<file path="src/rtl/xbus_pkg.sv">
// Shared types for the bus control sequencer.
// Assumes: width codes are fixed by the external bus convention.
package xbus_pkg;
    typedef enum logic [1:0] {
        ST_IDLE = 2'd0,
        ST_ADDR = 2'd1,
        ST_WAIT = 2'd2,
        ST_DATA = 2'd3
    } xbus_state_e;

    localparam logic [1:0] WC_8    = 2'b00;
    localparam logic [1:0] WC_16   = 2'b01;
    localparam logic [1:0] WC_32   = 2'b10;
    localparam logic [1:0] WC_HALT = 2'b11;

    typedef struct packed {
        logic [1:0] alo;
        logic [3:0] mask;
        logic [1:0] width;
        logic       write;
        logic       data;
    } xbus_attr_t;
endpackage

</file>
<file path="src/rtl/xbus_lane_map.sv">
// Maps a latched request onto the four active-low byte-enable pins.
// Assumes: width code 11 never reaches here (normalised to 32-bit upstream).
module xbus_lane_map
    import xbus_pkg::*;
(
    input  xbus_attr_t attr,
    output logic [3:0] be_map_n
);
    // Pick lane strobes or address bits according to region width.
    always_comb begin
        unique case (attr.width)
            WC_8:    be_map_n = {2'b11, attr.alo[1], attr.alo[0]};
            WC_16:   be_map_n = {~attr.mask[1], 1'b1, attr.alo[1], ~attr.mask[0]};
            default: be_map_n = ~attr.mask;
        endcase
    end
endmodule

</file>
<file path="src/rtl/xbus_seq_fsm.sv">
// Access sequencer: address, wait and data cycles plus the hold grant.
// Assumes: request fields are stable in the cycle req_valid is accepted.
module xbus_seq_fsm
    import xbus_pkg::*;
#(
    parameter int WAIT_W = 4,
    parameter int BEAT_W = 2
) (
    input  logic              clk,
    input  logic              rst_n,
    input  logic              req_valid,
    input  xbus_attr_t        req_attr,
    input  logic [BEAT_W-1:0] req_beats,
    input  logic [WAIT_W-1:0] req_waits,
    input  logic              rdy,
    input  logic              hold_req,
    output xbus_state_e       state,
    output xbus_attr_t        cur_attr,
    output logic              in_data,
    output logic              hold_grant
);
    localparam logic [WAIT_W-1:0] W_ONE = WAIT_W'(1);
    localparam logic [BEAT_W-1:0] B_ONE = BEAT_W'(1);

    logic [WAIT_W-1:0] waits_q;
    logic [WAIT_W-1:0] wcnt_q;
    logic [BEAT_W-1:0] beats_q;
    logic              accept;

    // A request is taken only when idle and the bus is not being released.
    assign accept = (state == ST_IDLE) && req_valid && !hold_req && !hold_grant;

    // State, counters, latched attributes and hold grant.
    always_ff @(posedge clk) begin
        if (!rst_n) begin
            state      <= ST_IDLE;
            cur_attr   <= '0;
            waits_q    <= '0;
            wcnt_q     <= '0;
            beats_q    <= '0;
            in_data    <= 1'b0;
            hold_grant <= 1'b0;
        end else begin
            unique case (state)
                ST_IDLE: begin
                    hold_grant <= hold_req;
                    if (accept) begin
                        state    <= ST_ADDR;
                        cur_attr <= req_attr;
                        waits_q  <= req_waits;
                        beats_q  <= req_beats;
                    end
                end
                ST_ADDR: begin
                    if (waits_q != '0) begin
                        state  <= ST_WAIT;
                        wcnt_q <= waits_q - W_ONE;
                    end else begin
                        state   <= ST_DATA;
                        in_data <= 1'b1;
                    end
                end
                ST_WAIT: begin
                    if (wcnt_q == '0) begin
                        state   <= ST_DATA;
                        in_data <= 1'b1;
                    end else begin
                        wcnt_q <= wcnt_q - W_ONE;
                    end
                end
                ST_DATA: begin
                    if (rdy) begin
                        if (beats_q == '0) begin
                            state   <= ST_IDLE;
                            in_data <= 1'b0;
                        end else begin
                            beats_q <= beats_q - B_ONE;
                            if (waits_q != '0) begin
                                state  <= ST_WAIT;
                                wcnt_q <= waits_q - W_ONE;
                            end
                        end
                    end
                end
                default: state <= ST_IDLE;
            endcase
        end
    end


    wait_hold_chk: assert property (@(posedge clk) disable iff (!rst_n)
        (state == ST_WAIT && wcnt_q != '0) |=> state == ST_WAIT);


    stall_chk: assert property (@(posedge clk) disable iff (!rst_n)
        (state == ST_DATA && !rdy) |=> (state == ST_DATA && $stable(beats_q)));


    grant_idle_chk: assert property (@(posedge clk) disable iff (!rst_n)
        hold_grant |-> state == ST_IDLE);
endmodule

</file>
<file path="src/rtl/xbus_ctrl_seq.sv">
// Top of the bus control sequencer: drives the per-access strobes from
// the sequencer state and latched request attributes.
// Assumes: unaligned requests are already split; width code 11 means 32-bit.
module xbus_ctrl_seq
    import xbus_pkg::*;
#(
    parameter int WAIT_W = 4,
    parameter int BEAT_W = 2
) (
    input  logic              clk,
    input  logic              rst_n,
    input  logic              req_valid,
    input  logic [1:0]        req_addr_lo,
    input  logic [3:0]        req_mask,
    input  logic [1:0]        req_width,
    input  logic              req_write,
    input  logic              req_data,
    input  logic [BEAT_W-1:0] req_beats,
    input  logic [WAIT_W-1:0] req_waits,
    input  logic              rdy,
    input  logic              hold_req,
    input  logic              halted,
    output logic              seq_idle,
    output logic [3:0]        be_n,
    output logic [1:0]        wh_code,
    output logic              dc,
    output logic              wr,
    output logic              dtr,
    output logic              den_n,
    output logic              bus_oe
);
    xbus_attr_t  in_attr;
    xbus_attr_t  cur_attr;
    xbus_state_e state;
    logic        in_data;
    logic        hold_grant;
    logic [3:0]  be_map_n;
    logic        active;

    // Pack request fields, folding the unused width code onto 32-bit.
    always_comb begin
        in_attr.alo   = req_addr_lo;
        in_attr.mask  = req_mask;
        in_attr.width = (req_width == WC_HALT) ? WC_32 : req_width;
        in_attr.write = req_write;
        in_attr.data  = req_data;
    end

    xbus_seq_fsm #(.WAIT_W(WAIT_W), .BEAT_W(BEAT_W)) u_fsm (
        .clk        (clk),
        .rst_n      (rst_n),
        .req_valid  (req_valid),
        .req_attr   (in_attr),
        .req_beats  (req_beats),
        .req_waits  (req_waits),
        .rdy        (rdy),
        .hold_req   (hold_req),
        .state      (state),
        .cur_attr   (cur_attr),
        .in_data    (in_data),
        .hold_grant (hold_grant)
    );

    xbus_lane_map u_map (
        .attr     (cur_attr),
        .be_map_n (be_map_n)
    );

    assign active = (state != ST_IDLE);

    // Strobe outputs: access values while active, idle values otherwise.
    always_comb begin
        seq_idle = !active;
        be_n     = active ? be_map_n : 4'b1111;
        wh_code  = active ? cur_attr.width : (halted ? WC_HALT : WC_8);
        dc       = active && cur_attr.data;
        wr       = active && cur_attr.write;
        dtr      = active && cur_attr.write;
        den_n    = !in_data;
        bus_oe   = !hold_grant;
    end


    dtr_stable_chk: assert property (@(posedge clk) disable iff (!rst_n)
        (!den_n && $past(!den_n)) |-> $stable(dtr));


    be_stable_chk: assert property (@(posedge clk) disable iff (!rst_n)
        (active && $past(active)) |-> $stable(be_n));


    den_in_access_chk: assert property (@(posedge clk) disable iff (!rst_n)
        !den_n |-> !seq_idle);


    float_from_idle_chk: assert property (@(posedge clk) disable iff (!rst_n)
        $fell(bus_oe) |-> $past(seq_idle));


    no_halt_in_access_chk: assert property (@(posedge clk) disable iff (!rst_n)
        !seq_idle |-> wh_code != WC_HALT);
endmodule

</file>
<file path="config.mk">
export PLATFORM = sky130hd
export DESIGN_NAME = xbus_ctrl_seq
export DESIGN_NICKNAME = d
export VERILOG_FILES = /design/src/rtl/xbus_pkg.sv /design/src/rtl/xbus_lane_map.sv /design/src/rtl/xbus_seq_fsm.sv /design/src/rtl/xbus_ctrl_seq.sv
export SDC_FILE = /design/constraint.sdc
export NUM_CORES = 1
export LEC_CHECK = 0
export BUFFER_PORTS_ARGS = -buffer_cell sky130_fd_sc_hd__buf_2
export CAP_MARGIN = 20
export CORE_MARGIN = 2
export CORE_UTILIZATION = 34
export DETAILED_ROUTE_END_ITERATION = 10
export GPL_TIMING_DRIVEN = 0
export SLEW_MARGIN = 10
export SYNTH_ARGS = -nofsm -noshare
export SYNTH_HDL_FRONTEND = slang
export SYNTH_SLANG_ARGS = --single-unit
</file>
<file path="constraint.sdc">
create_clock -name clk -period 2 [get_ports clk]
set_input_delay 0.4 -clock clk [delete_from_list [all_inputs] [get_ports clk]]
set_output_delay 0.4 -clock clk [all_outputs]
set_load 0.02 [all_outputs]
</file>
==> results of run 1 <==
## cells by family (layout without fill, tap and decap cells)
kind of cell | after synthesis | in the layout | synth area share [%]
AOI/OAI and AO/OA | 40 | 40 | 20.7
adders and majority gates | 2 | 2 | 2.01
buffers and inverters | 21 | 56 | 8.24
DFF | 24 | 24 | 38.6
muxes | 3 | 3 | 2.41
and+or+nand+nor | 72 | 72 | 28.0
## flip-flops by register name, summed over array words and instances (netlist names)
register / cells
u_fsm.cur_attr: 10
u_fsm.waits_q: 4
u_fsm.wcnt_q: 4
u_fsm.beats_q: 2
u_fsm.state: 2
u_fsm.hold_grant: 1
u_fsm.in_data: 1
## worst reg2reg max path, cell delays in order (launching register included)
cell and delay [ns]:
dfxtp_2 0.35, clkbuf_4 0.18, nand2b_1 0.11, buf_2 0.20, mux2i_2 0.27, ha_1 0.20, inv_1 0.06, o2111ai_1 0.20
o221ai_1 0.16
## where the power goes
part           internal [mW]  switching [mW]
logic                  0.210           0.327
clock network          0.203           0.158
registers              0.544          0.0518
## cell usage after synthesis
cell | number | share of area, %
nor2_2 | 1 | 0.50
nand2b_1 | 2 | 1.0
a32oi_1 | 2 | 1.4
nor4_1 | 2 | 1.0
o21ai_0 | 6 | 2.4
o221a_2 | 1 | 0.90
nand4_1 | 1 | 0.50
o211ai_1 | 1 | 0.60
clkinv_1 | 1 | 0.30
o311a_1 | 1 | 0.80
a21oi_1 | 18 | 7.2
ha_1 | 2 | 2.0
o2111ai_1 | 1 | 0.70
nand2_2 | 9 | 4.5
a211o_1 | 1 | 0.70
o22a_1 | 1 | 0.70
buf_1 | 1 | 0.30
nor2_1 | 4 | 1.2
o221ai_1 | 1 | 0.70
inv_1 | 8 | 2.4
o31a_1 | 1 | 0.70
nand2_1 | 38 | 11
nand3b_1 | 1 | 0.60
or3b_4 | 1 | 0.90
buf_6 | 2 | 1.8
o31ai_1 | 1 | 0.60
mux2i_1 | 3 | 2.4
buf_4 | 1 | 0.60
nor3_1 | 3 | 1.2
nand3_1 | 4 | 1.6
nor4_2 | 1 | 1.0
a211oi_1 | 4 | 2.4
and2_1 | 3 | 1.5
clkbuf_1 | 4 | 1.2
dfxtp_1 | 24 | 39
buf_2 | 4 | 1.6
or2_1 | 2 | 1.0
o211a_1 | 1 | 0.80
## through the flow
step | total power [mW] | util, % | cells
after CTS | 1.51 | 44.6 | 243
after detailed placement | 1.13 | 42.8 | 240
final | 1.49 | 44.7 | 243
after floorplan | 0.983 | - | 162
after global routing | 1.61 | 44.7 | 243
after global placement | 1.11 | 42.8 | 240
## cell type report
type	instances	area share (%)
Clock inverter	1	1.97
Multi-Input combinational cell	117	43.8
Timing Repair Buffer	33	11.0
Inverter	9	2.21
Sequential cell	24	31.6
Tap cell	46	3.77
Buffer	10	4.18
Clock buffer	3	1.48
## repair_timing
item / 4_1_cts / 5_1_grt
buffers inserted: 0 / 1
gates resized for setup: 4 / 4
setup endpoints to repair: 9 / 2
endpoints found under the hold margin: 0 / 0
pin swaps: 0 / 0
## how the worst min path moves through the flow
| stage | to | slack [ns] | cells after the start |
|---|---|---|---|
| finish | u_fsm.cur_attr[1] | 0.29 | 3 |
| global route | u_fsm.cur_attr[7] | 0.27 | 3 |
| CTS | u_fsm.cur_attr[1] | 0.28 | 3 |
| detailed placement | u_fsm.cur_attr[4] | 0.45 | 2 |
| global placement | u_fsm.cur_attr[1] | 0.44 | 2 |
| floorplan | u_fsm.cur_attr[4] | 0.43 | 2 |
## metal layers
metal	vias up	global-route usage [%]	routed length, um
li1	627	-	-
met1	588	19.7	1320
met2	24	25.8	1400
met3	6	2.26	114
met4	0	6.91	44
met5	-	0	0
==> impl_metrics.tcl, run 1 <==
set metrics [dict create \
    power_density_nw_per_um2 978 \
    syn_nets 186 \
    dieArea_sq_um 4160 \
    yosysWarnings 0 \
    yosysSeqAreaShare_pct 38.6 \
    worstHoldStart "req_write" \
    htreeDepth 1 \
    reg2reg_depth 8 \
    syn2layout_area_growth_pct 22.6 \
    io_pins 34 \
    drive_above_1_share_pct 31.0 \
    crit_fanout 10 \
    r2r-end "u_fsm.wcnt_q[2]" \
    crit_type "register to register" \
    fin_crit_ns 1.85 \
    place_ws_ns 0.132 \
    rrSetupSlack_ns 0.15 \
    max_stage_delay_ns 0.35 \
    maxSlewViolCount 0 \
    peakVddDrop_uv 350 \
    crit_required_ns 2.20 \
    power_leakage_nw 0.624 \
    wl_per_cell_um 11.9 \
    final_common_cell "nand2_1" \
    maxCapViolations 0 \
    placed_area_sq_um 1460 \
    grt_pass1_wl_um 5120 \
    die_y_um 64.5 \
    worstReg2RegStart "u_fsm.state[0]" \
    synthCells 162 \
    min-delay-path-class "primary input to register" \
    cts.clk_slew.worst_paths_ns 0.14 \
    initial_utilization_pct 36.4 \
    avgSynthCellArea_sq_um 7.68 \
    drt-pass1-iter-count 4 \
    antenna_found_initial 0 \
    num_vias 1245 \
    register_area_sq_um 483 \
    hold_viol 0 \
    cts_buffer_depth 2 \
    setup_violations 0 \
    multi_input_area_sq_um 668 \
    drt_iter0_drc 50 \
    insertion_delay_ns 0.32 \
    viasPerCell 5.12 \
    ys_types 38 \
    hpwl_um 2190 \
    cp-startpoint "u_fsm.state[0]" \
    fin_crit_sh_pct 92.6 \
    wirelength_um 2880 \
    endpoint "u_fsm.wcnt_q[2]" \
    crit_path_end_kind "register" \
    grt_usage_pct 15.4 \
    cts_hold_buf 0 \
    fill_cells 362 \
    overflow 0 \
    grt_max_degree 15 \
    critPathBufInv 3 \
    post-route-drc-count 0 \
    finalClockSkew_ns 0.00296 \
    status "finished, final reports clean" \
    core_sq_um 3420 \
    antenna_cells 0 \
    cts_made_buffers 3 \
    design_area_sq_um 1530 \
    cp-start-kind "register" \
    layout.nets 222 \
    cts_tree "done" \
    holdWs_ns 0.289 \
    final_cell_mix "nand2_1, buf_2, dfxtp_1" \
    yosys_register_bits 24 \
    cp_top_family "buffers and inverters" \
    cpMaxStageDelayCell "dfxtp_2" \
    antenna_left 0 \
    setup-tns-final_ns 0 \
    crit_chain "clkbuf_4, nand2b_1, buf_2, mux2i_2, ha_1, inv_1, o2111ai_1, o221ai_1" \
    cts_root_buf "clkbuf_4" \
    relSlewSlack_pct 60.7 \
    die_w_um 64.5 \
    setup_slack_ns 0.148 \
    port-buffer-count 32 \
    rsz0062_at_grt "no" \
    first_global_vias 1166 \
    crit_cells 8 \
    clkSinkCount 24 \
    worstMarginPinSlew_ns 0.584 \
    rows 21 \
    fmax_mhz 540 \
    synth_area_sq_um 1240 \
    worstPathArrival_ns 2.06 \
    gp_congestion 0.841 \
]
Power figures use the tool's default switching activity.
==> run 2, diff against run 1 <==
BUFFER_PORTS_ARGS = -buffer_cell sky130_fd_sc_hd__buf_4   (was -buffer_cell sky130_fd_sc_hd__buf_2)
==> run 2 against run 1 <==
Net effect:
- register-to-register slack about the same
- sequential power about the same
- non-clock buffer count unchanged
- combinational power increased by 9.7%
- setup slack got worse by 0.065 ns
- utilization increased by 1.6 points
- largest cell class unchanged
- highest routed layer unchanged
==> impl_metrics.tcl, run 2 (synthesis gave the netlist of run 1 again) <==
set metrics [dict create \
    cts.clk_slew.worst_paths_ns 0.12 \
    overflow 0 \
    antenna_left 0 \
    initial_utilization_pct 36.4 \
    setup-tns-final_ns 0 \
    htreeDepth 1 \
    core_sq_um 3420 \
    grt_pass1_wl_um 4820 \
    cts_tree "done" \
    layout.nets 222 \
    crit_path_end_kind "primary output" \
    fin_crit_sh_pct 95.9 \
    antenna_found_initial 0 \
    port-buffer-count 32 \
    fin_crit_ns 1.92 \
    maxSlewViolCount 0 \
    maxCapViolations 0 \
    post-route-drc-count 0 \
    crit_type "register to primary output" \
    rrSetupSlack_ns 0.16 \
    grt_max_degree 13 \
    wirelength_um 2820 \
    min_path_cells 3 \
    reg.largest.list "u_fsm.cur_attr: 10 flops, u_fsm.waits_q: 4 flops, u_fsm.wcnt_q: 4 flops" \
    fmax_mhz 522 \
    placed_area_sq_um 1540 \
    min_to "u_fsm.cur_attr[8]" \
    rows 21 \
    r2r-end "u_fsm.wcnt_q[2]" \
    cts_root_buf "clkbuf_4" \
    first_global_vias 1149 \
    fill_cells 364 \
    worstHoldStart "req_addr_lo[0]" \
    drt_iter0_drc 38 \
    cts_buffer_depth 2 \
    final_common_cell "nand2_1" \
    fin_util_pct 46.3 \
    die_w_um 64.5 \
    cts_hold_buf 0 \
    dieArea_sq_um 4160 \
    drt-pass1-iter-count 4 \
    hold_viol 0 \
    fin_cells 242 \
    finalPower_mw 1.39 \
    design_area_sq_um 1580 \
    status "finished, final reports clean" \
    reg2reg_depth 8 \
    crit_required_ns 1.60 \
    largest_reg_flops 10 \
    final_cell_mix "nand2_1, buf_4, dfxtp_1" \
    clkSinkCount 24 \
    gp_congestion 0.845 \
    worstPathArrival_ns 1.52 \
    registers.top_by_ff_count "u_fsm.cur_attr" \
    power_density_nw_per_um2 880 \
    io_pins 34 \
    worstReg2RegStart "u_fsm.state[0]" \
    drive_above_1_share_pct 30.1 \
    power_leakage_nw 0.647 \
    setup_violations 0 \
    insertion_delay_ns 0.31 \
    num_vias 1185 \
    die_y_um 64.5 \
    peakVddDrop_uv 345 \
    cts_made_buffers 3 \
    cp-start-kind "register" \
    finalClockSkew_ns 0.00147 \
    antenna_cells 0 \
    grt_usage_pct 14.4 \
    viasPerCell 4.90 \
    crit_fanout 10 \
    hpwl_um 2150 \
    min-delay-path-class "primary input to register" \
    worstMarginPinSlew_ns 0.529 \
    wl_per_cell_um 11.7 \
    syn2layout_area_growth_pct 26.9 \
    post-place-cells 240 \
    relSlewSlack_pct 64.4 \
]
-- run 2: cell types whose count changed in the layout (fill, tap and decap cells not counted), sizes merged --
| cell | previous run | this run |
|---|---|---|
| bufinv | 1 | 0 |
-- run 2: report_power, final --
group	leakage [nW]	switching, mW	internal (mW)	total (mW)
combinational	0.437	0.330	0.260	0.589
clock	0.0138	0.138	0.0704	0.209
sequential	0.196	0.0502	0.542	0.593
-- run 2: final cells by class --
cell class,count,area [sq um],share of cell area [%]
Buffer,11,75.1,4.75
Multi-Input combinational cell,117,669,42.4
Clock buffer,3,22.5,1.43
Sequential cell,24,482,30.5
Timing Repair Buffer,32,240,15.2
Inverter,9,33.8,2.14
Tap cell,46,57.6,3.64
-- run 2: timing repair --
item | CTS | global route
resized for setup | 3 | 3
setup buffers | 0 | 0
setup endpoints to repair | 9 | 2
-- run 2: stage by stage --
step,hold slack (ns),worst slack [ns]
final,0.323,0.0825
after global routing,0.305,-0.00732
after CTS,0.309,0.0219
after detailed placement,0.450,0.131
after global placement,0.442,0.142
after floorplan,0.433,0.267
-- run 2: worst max-delay path: stages (launching register included) --
cell,delay (ns)
dfxtp_2,0.35
or2_4,0.25
clkbuf_8,0.17
and2_1,0.16
buf_4,0.12
buf_4,0.14
-- run 2: worst max-delay path by stage --
stage	slack, ns	depth (start not counted)	start	end
2_1_floorplan	0.27	5	u_fsm.state[1]	wr
6_report	0.08	5	u_fsm.state[1]	wr
3_3_place_gp	0.14	6	u_fsm.state[1]	wr
4_1_cts	0.02	5	u_fsm.state[1]	wr
3_5_place_dp	0.13	6	u_fsm.state[1]	wr
5_1_grt	-0.007	8	u_fsm.state[0]	u_fsm.wcnt_q[2]
-- run 2: layer usage --
layer  share of wire (%)  global-route usage (%)  vias to the layer above  wire length, um
li1                    -                       -                      622                -
met1                  47                    17.9                      541             1320
met2                  49                    24.6                       20             1380
met3                 3.9                    4.17                        2              111
met4                0.64                    3.19                        0               18
met5                   0                       0                        -                0
==> run 3, diff against run 2 <==
CORE_UTILIZATION = 51   (was 34)
PLACE_DENSITY = 0.78   (was not set)
clock period = 1.8 ns   (was 2 ns; I/O delays follow)
==> run 3 against run 2 <==
Net effect:
- register-to-register slack got worse by 0.12 ns
- utilization grew 28 points
- clock skew grew 0.0068 ns
- critical path type unchanged
- largest cell class unchanged
- largest power group is now combinational cells
==> impl_metrics.tcl, run 3 (synthesis gave the netlist of run 1 again) <==
set metrics [dict create \
    multi_input_area_sq_um 697 \
    maxSlewViolCount 0 \
    cts.clk_slew.worst_paths_ns 0.14 \
    antenna_left 0 \
    final_cell_mix "nand2_1, buf_4, dfxtp_1" \
    worstHoldStart "req_waits[1]" \
    fmax_mhz 566 \
    p_seq_share_pct 36.0 \
    grt_usage_pct 25.2 \
    cts_tree "done" \
    clkSinkCount 24 \
    first_global_vias 1260 \
    crit_type "register to primary output" \
    wirelength_um 3110 \
    register_area_sq_um 483 \
    p_sw_mw 0.651 \
    power.internal_mw 1.20 \
    registers.top_by_ff_count "u_fsm.cur_attr" \
    drive_above_1_share_pct 36.2 \
    reg.largest.list "u_fsm.cur_attr: 10 flops, u_fsm.waits_q: 4 flops, u_fsm.wcnt_q: 4 flops" \
    cp-start-kind "register" \
    rows 17 \
    cts_hold_buf 0 \
    insertion_delay_ns 0.32 \
    hold_viol 0 \
    setup-tns-final_ns 0 \
    antenna_found_initial 0 \
    relSlewSlack_pct 58.2 \
    rsz0062_at_grt "yes" \
    fin_crit_ns 1.77 \
    num_vias 1259 \
    worstReg2RegStart "u_fsm.state[0]" \
    cpMaxStageDelayCell "dfxtp_2" \
    cp-startpoint "u_fsm.state[1]" \
    grt_busiest_layer "met2" \
    peakVddDrop_uv 714 \
    drt-pass1-iter-count 4 \
    syn2layout_area_growth_pct 34.0 \
    hpwl_um 2230 \
    cts_made_buffers 3 \
    combPwrFrac_pct 42.6 \
    grt_pass1_wl_um 5260 \
    grt_use_met1_pct 29.6 \
    worstMarginPinSlew_ns 0.621 \
    wl_per_cell_um 13.7 \
    cp_top_family "buffers and inverters" \
    grt_util_met3_pct 4.24 \
    htreeDepth 1 \
    drt_iter0_drc 18 \
    finalClockSkew_ns 0.00828 \
    setup_slack_ns 0.0346 \
    worstPathArrival_ns 1.41 \
    crit_fanout 5 \
    grt_max_degree 15 \
    core_sq_um 2250 \
    gr-usage-met2_pct 45.3 \
    power_leakage_nw 0.684 \
    power_density_nw_per_um2 1110 \
    min-delay-path-class "primary input to register" \
    antenna_cells 0 \
    dieArea_sq_um 2850 \
    fin_crit_sh_pct 98.1 \
    overflow 0 \
    cts_buffer_depth 2 \
    layout.nets 224 \
    clkPwrFrac_pct 21.4 \
    io_pins 34 \
    max_stage_delay_ns 0.34 \
    design_area_sq_um 1670 \
    fill_cells 179 \
    largest_reg_flops 10 \
    switching_share_pct 35.1 \
    setup_violations 0 \
    die_y_um 53.4 \
    placed_area_sq_um 1520 \
    finalPower_mw 1.85 \
    initial_utilization_pct 55.2 \
    final_common_cell "nand2_1" \
    status "finished, final reports clean" \
    crit_chain "or2_4, buf_8, buf_6, nand2_2, nand2_2, buf_6" \
    viasPerCell 5.55 \
    critPathBufInv 3 \
    maxCapViolations 0 \
    post-route-drc-count 0 \
    crit_path_end_kind "primary output" \
    crit_required_ns 1.44 \
    port-buffer-count 32 \
    die_w_um 53.4 \
    cts_root_buf "clkbuf_4" \
    place_ws_ns -0.0216 \
    gp_congestion 0.844 \
]
[run 3: cell types whose count changed in the layout (fill, tap and decap cells not counted), sizes merged]
| cell | before | now |
|---|---|---|
| buf | 40 | 44 |
| bufinv | 0 | 1 |
| clkbuf | 6 | 4 |
[run 3: final timing paths]
check	cells past startpoint	to	slack, ns
worst max-delay path	6	wh_code[0]	0.03
worst min-delay path	3	u_fsm.waits_q[1]	0.28
worst max register to register	8	u_fsm.wcnt_q[2]	0.04
worst min register to register	2	u_fsm.cur_attr[0]	0.47
[run 3: area by class of cell]
type,count,share of cell area (%)
Multi-Input combinational cell,117,41.8
Sequential cell,24,29.0
Timing Repair Buffer,36,17.6
Buffer,9,4.43
Tap cell,28,2.10
Inverter,9,2.03
Clock inverter,1,1.80
Clock buffer,3,1.35
[run 3: tightest hold or removal path: stages]
cell and delay, ns:
buf_4 0.11, nand2_1 0.05, a21oi_1 0.05
[run 3: timing repair]
action	4_1_cts	5_1_grt
hold endpoints to repair	0	0
setup buffers	4	0
resized for setup	15	11
endpoints found under the setup margin	10	9
pin swaps	3	0
[run 3: routing by layer]
metal | vias to the layer above | wire length [um]
met1 | 592 | 1370
met4 | 0 | 32
li1 | 629 | -
met3 | 4 | 136
met5 | - | 0
met2 | 34 | 1560
[run 3: power by group through the flow]
stage | sequential, mW | combinational, mW | clock, mW
detailed placement | 0.668 | 0.634 | 0
CTS | 0.659 | 0.738 | 0.398
global placement | 0.663 | 0.613 | 0
global route | 0.676 | 0.865 | 0.422
finish | 0.667 | 0.790 | 0.397
floorplan | 0.655 | 0.437 | 0
[run 3: metrics by stage]
stage / hold slack (ns) / instances / util (%)
detailed placement: 0.454 / 222 / 67.4
global route: 0.275 / 227 / 74.0
finish: 0.279 / 227 / 74.0
global placement: 0.439 / 222 / 67.4
floorplan: 0.433 / 162 / -
CTS: 0.274 / 229 / 72.9
